File: src/rtl/hsi_pkg.sv
package hsi_pkg;
    localparam int STAT_W    = 4;
    localparam int ST_OBF    = 0;
    localparam int ST_IBF    = 1;
    localparam int ST_F0     = 2;
    localparam int ST_F1     = 3;

    typedef struct packed {
        logic ibf;
        logic obf;
        logic irq_en;
        logic irq;
    } hsi_flags_t;

    localparam hsi_flags_t FLAGS_RST = '{ibf: 1'b0, obf: 1'b0, irq_en: 1'b0, irq: 1'b0};
endpackage

File: src/rtl/hsi_access_detect.sv
module hsi_access_detect (
    input  logic clk,
    input  logic rst_n,
    input  logic active,
    output logic start
);
    logic prev_d, prev_q;

    always_comb begin
        prev_d = active;
        start  = active & ~prev_q;
    end

    always_ff @(posedge clk or negedge rst_n) begin
        if (!rst_n) prev_q <= 1'b0;
        else        prev_q <= prev_d;
    end
endmodule

File: src/rtl/hsi_read_mux.sv
module hsi_read_mux #(
    parameter int DW = 8
) (
    input  logic          rd_active,
    input  logic          sel,
    input  logic [DW-1:0] data_byte,
    input  logic [DW-1:0] status_byte,
    output logic [DW-1:0] dout,
    output logic          oe
);
    always_comb begin
        oe   = rd_active;
        dout = '0;
        if (rd_active) dout = sel ? status_byte : data_byte;
    end
endmodule

File: src/rtl/hsi_host_port.sv
module hsi_host_port
    import hsi_pkg::*;
#(
    parameter int DW = 8
) (
    input  logic          clk,
    input  logic          rst_n,
    input  logic          cs_n,
    input  logic          rd_n,
    input  logic          wr_n,
    input  logic          sel,
    input  logic [DW-1:0] host_din,
    output logic [DW-1:0] host_dout,
    output logic          host_oe,
    input  logic          cpu_rd,
    output logic [DW-1:0] cpu_rd_data,
    input  logic          cpu_wr,
    input  logic [DW-1:0] cpu_wr_data,
    input  logic          f0,
    input  logic          f1,
    input  logic          int_on,
    input  logic          int_off,
    output logic          ibf,
    output logic          obf,
    output logic          irq
);
    localparam int PAD_W = DW - STAT_W;

    hsi_flags_t    flg_d, flg_q;
    logic [DW-1:0] inb_d, inb_q;
    logic [DW-1:0] outb_d, outb_q;

    logic wr_active, rd_active, rd_data_active;
    logic wr_start, rd_data_start;
    logic [STAT_W-1:0] stat_bits;
    logic [DW-1:0]     status_byte;

    assign wr_active      = ~cs_n & ~wr_n;
    assign rd_active      = ~cs_n & ~rd_n;
    assign rd_data_active = rd_active & ~sel;

    hsi_access_detect u_wr_det (
        .clk(clk), .rst_n(rst_n), .active(wr_active), .start(wr_start)
    );

    hsi_access_detect u_rd_det (
        .clk(clk), .rst_n(rst_n), .active(rd_data_active), .start(rd_data_start)
    );

    always_comb begin
        stat_bits         = '0;
        stat_bits[ST_OBF] = flg_q.obf;
        stat_bits[ST_IBF] = flg_q.ibf;
        stat_bits[ST_F0]  = f0;
        stat_bits[ST_F1]  = f1;
        status_byte       = {{PAD_W{1'b0}}, stat_bits};
    end

    hsi_read_mux #(.DW(DW)) u_mux (
        .rd_active  (rd_active),
        .sel        (sel),
        .data_byte  (outb_q),
        .status_byte(status_byte),
        .dout       (host_dout),
        .oe         (host_oe)
    );

    always_comb begin
        flg_d  = flg_q;
        inb_d  = inb_q;
        outb_d = outb_q;

        // input direction: host write set wins over CPU take
        if (cpu_rd)   flg_d.ibf = 1'b0;
        if (wr_start) begin
            flg_d.ibf = 1'b1;
            inb_d     = host_din;
        end

        // output direction: CPU load wins over host take
        if (rd_data_start) flg_d.obf = 1'b0;
        if (cpu_wr) begin
            flg_d.obf = 1'b1;
            outb_d    = cpu_wr_data;
        end

        if (int_on)  flg_d.irq_en = 1'b1;
        if (int_off) flg_d.irq_en = 1'b0;

        flg_d.irq = wr_start & flg_q.irq_en;
    end

    always_ff @(posedge clk or negedge rst_n) begin
        if (!rst_n) begin
            flg_q  <= FLAGS_RST;
            inb_q  <= '0;
            outb_q <= '0;
        end else begin
            flg_q  <= flg_d;
            inb_q  <= inb_d;
            outb_q <= outb_d;
        end
    end

    assign cpu_rd_data = inb_q;
    assign ibf         = flg_q.ibf;
    assign obf         = flg_q.obf;
    assign irq         = flg_q.irq;
endmodule

File: config.mk
export PLATFORM = sky130hd
export DESIGN_NAME = hsi_host_port
export DESIGN_NICKNAME = d
export VERILOG_FILES = /design/src/rtl/hsi_pkg.sv /design/src/rtl/hsi_access_detect.sv /design/src/rtl/hsi_read_mux.sv /design/src/rtl/hsi_host_port.sv
export SDC_FILE = /design/constraint.sdc
export NUM_CORES = 1
export LEC_CHECK = 0
export BUFFER_PORTS_ARGS = -buffer_cell sky130_fd_sc_hd__buf_2
export CAP_MARGIN = 20
export CORE_ASPECT_RATIO = 1.4
export CORE_UTILIZATION = 43
export CTS_CLUSTER_SIZE = 12
export DETAILED_ROUTE_END_ITERATION = 8
export HOLD_SLACK_MARGIN = 0.08
export PLACE_DENSITY = 0.78
export REMOVE_ABC_BUFFERS = 1
export SLEW_MARGIN = 20
export SYNTH_ARGS = -nofsm -noshare
export SYNTH_HDL_FRONTEND = slang
export SYNTH_SLANG_ARGS = --single-unit
File: constraint.sdc
create_clock -name clk -period 1.6 [get_ports clk]
set_clock_uncertainty 0.05 [all_clocks]
set_input_delay 0.08 -clock clk [delete_from_list [all_inputs] [get_ports clk]]
set_output_delay 0.08 -clock clk [all_outputs]
set_load 0.03 [all_outputs]
==> reports/qor.txt <==
status - finished, final reports clean
met3 Use GR - 0.0237
Synth area leaders - dfrtp_1, mux2_2, mux2i_1
Post-CTS Setup Inserts - 0
sequential share of power - 0.501
Period minus WS final - 1.42 ns
CP Capture Type - output pin
ys flop type - dfrtp_1
Min Hold Slack - 0.110 ns
clock sinks - 22
area of the multi-input gates - 337 µm²
final net count - 168
Post-synth EDFFs - 0
final setup TNS - 0 ns
layout cells sized above 1 - 0.518
Pint - 922 µW
starting density of the core - 0.458
min-delay src - sel
routed via count - 744
Gate power share - 0.271
clock network power share - 0.227
antenna diode count - 0
vias in the first global route - 760
post-synthesis async set-or-reset flop share - 1.00
layer with the highest usage - met2
internal reg-to-reg setup slack - 0.28 ns
Die Span Y - 56.3 µm
PwrDens - 897 nW/µm²
grt total ovfl - 0
endpoints failing hold - 0
drt drc - 0
hold path endpoint - obf$_DFFE_PN0P_
M1 GR Usage - 0.183
Reg area - 551 µm²
initial antenna violation count - 0
Routed WL per cell - 12.8 µm
worst min-delay path class - in2reg
Post-Route WL - 2.05 mm
most frequent cell after synthesis - dfrtp_1
Pre-Repair DR Iteration Count - 3
Total GRT Usage - 0.199
Worst-Margin Slew - 0.460 ns
Fill cells - 138
Peak Freq - 706 MHz
pin count of the biggest net entering global routing - 23
drt initial violations - 3
VDD IR max - 0.000822 V
port buffer count - 47
Seq cells post-synth - 22
Post-Syn Area per Cell - 13.9 µm²
Critical R2R Capture - cpu_rd_data[7]$_DFFE_PN0P_
Chip Width - 40.8 µm
Core Area - 1970 µm²
CP Data Arrival Time - 1.29 ns
first-pass GRT wire length - 3.02 mm
worst skew pair latency - 0.30 ns
cell row count - 19
clock slew seen by the registers of the worst setup and hold paths - 0.12 ns
Final Cycle Share - 0.886
post-route ant nets - 0
Area growth syn-to-layout - 60.6%
reg2reg path depth - 2
Die ar. - 2290 µm²
clock tree buffer depth - 2
clk root buf - clkbuf_4
synth warn - 0
Worst Setup Start Kind - input port
leading area contributor after synthesis - dfrtp_1
Mapped Area - 905 µm²
Slew headroom - 0.693
Max Fanout on Critical Path - 4
WS Path Type - in2out
Avg Vias per Cell - 4.65
CP required - 1.47 ns
Clock H-tree levels - 1
total CTS buffers - 3
met2 usage - 0.388
cells after synthesis - 65
Seq/Total Area, Yosys - 0.609
Ports - 48
NetSw - 382 µW
CTS tree - built
max-slew violation count - 0
RSZ-0062 raised after global routing - no
Max Cap Viol - 0
Leak - 0.000737 µW
hpwl dp - 1.29 mm
top cell type's share of synthesized area - 0.609
GP Congestion - 0.631
Finish-stage setup viols - 0
hold path cells - 3
synth cell count leaders - dfrtp_1, mux2_2, nor2_1
switching share of power - 0.293
synth unique cells - 15
startpoint of the worst-slack reg-to-reg timing path - u_wr_det.prev_q$_DFF_PN0_
[worst max path at each step]
| stage | end | slack [ns] | start |
|---|---|---|---|
| global route | host_dout[7] | 0.10 | rd_n |
| finish | host_dout[5] | 0.18 | rd_n |
| CTS | host_dout[6] | 0.07 | rd_n |
| detailed placement | cpu_rd_data[7]$_DFFE_PN0P_ | 0.28 | u_wr_det.prev_q$_DFF_PN0_ |
| floorplan | host_dout[4] | 0.29 | cs_n |
| global placement | cpu_rd_data[5]$_DFFE_PN0P_ | 0.32 | u_wr_det.prev_q$_DFF_PN0_ |
[metrics by stage]
stage	instances	setup WS (ns)	power, µW	area, µm²	util
3_3_place_gp	130	0.325	956	1150	0.583
2_1_floorplan	62	0.295	847	890	-
5_1_grt	160	0.104	1360	1450	0.736
4_1_cts	160	0.0747	1310	1450	0.734
3_5_place_dp	130	0.276	968	1150	0.583
6_report	160	0.183	1300	1450	0.736
[power groups by stage]
stage / sequential [µW] / clock (µW) / combinational, µW
after floorplan: 741 / 0 / 105
after global placement: 660 / 0 / 296
after detailed placement: 664 / 0 / 304
after CTS: 653 / 307 / 353
after global routing: 662 / 321 / 380
final: 653 / 296 / 354
[registers in the layout, summed over array words and instances (netlist names)]
signal	cells
obf	1
flg_q	1
u_wr_det.prev_q	1
u_rd_det.prev_q	1
outb_q	8
cpu_rd_data	8
ibf	1
irq	1
[layer usage]
layer / part of all wire / up-vias
met4: 0.013 / 0
met3: 0.046 / 4
met5: 0 / -
met1: 0.37 / 338
met2: 0.57 / 33
li1: - / 369
[timing repair]
action / CTS / global route
hold buffers: 26 / 0
hold endpoints to repair: 43 / 0
gates resized for setup: 0 / 1
endpoints found under the setup margin: 0 / 3
[critical path, cell delays in order]
cell and delay (ns):
buf_2 0.10, dlygate4sd3_1 0.58, nor3_2 0.19, and2_1 0.15, buf_2 0.19
[logic make-up after synthesis]
logic type | share of synthesized area
AO/OA/AOI/OAI | 0.0194
buffers and inverters | 0.0249
flip-flops | 0.609
multiplexers | 0.243
AND/OR/NAND/NOR | 0.104
[area by class of cell]
type	instances	area share
Clock buffer	4	0.0250
Inverter	2	0.00517
Multi-Input combinational cell	38	0.232
Timing Repair Buffer	73	0.341
Tap cell	21	0.0181
Sequential cell	22	0.379
[layout by cell type, fill, tap and decap left out, drive strengths merged]
cell type    Yosys  routed
buf              3      47
nor2             7       7
and2             4       4
mux2            16      16
a21o             1       1
or2              1       1
mux2i            4       4
clkbuf           0       4
dlygate4sd3      0      26
nand2b           1       1
nor3             2       2
inv              2       2
nor3b            1       1
dfrtp           22      22
o41ai            1       1
Power figures use the tool's default switching activity.
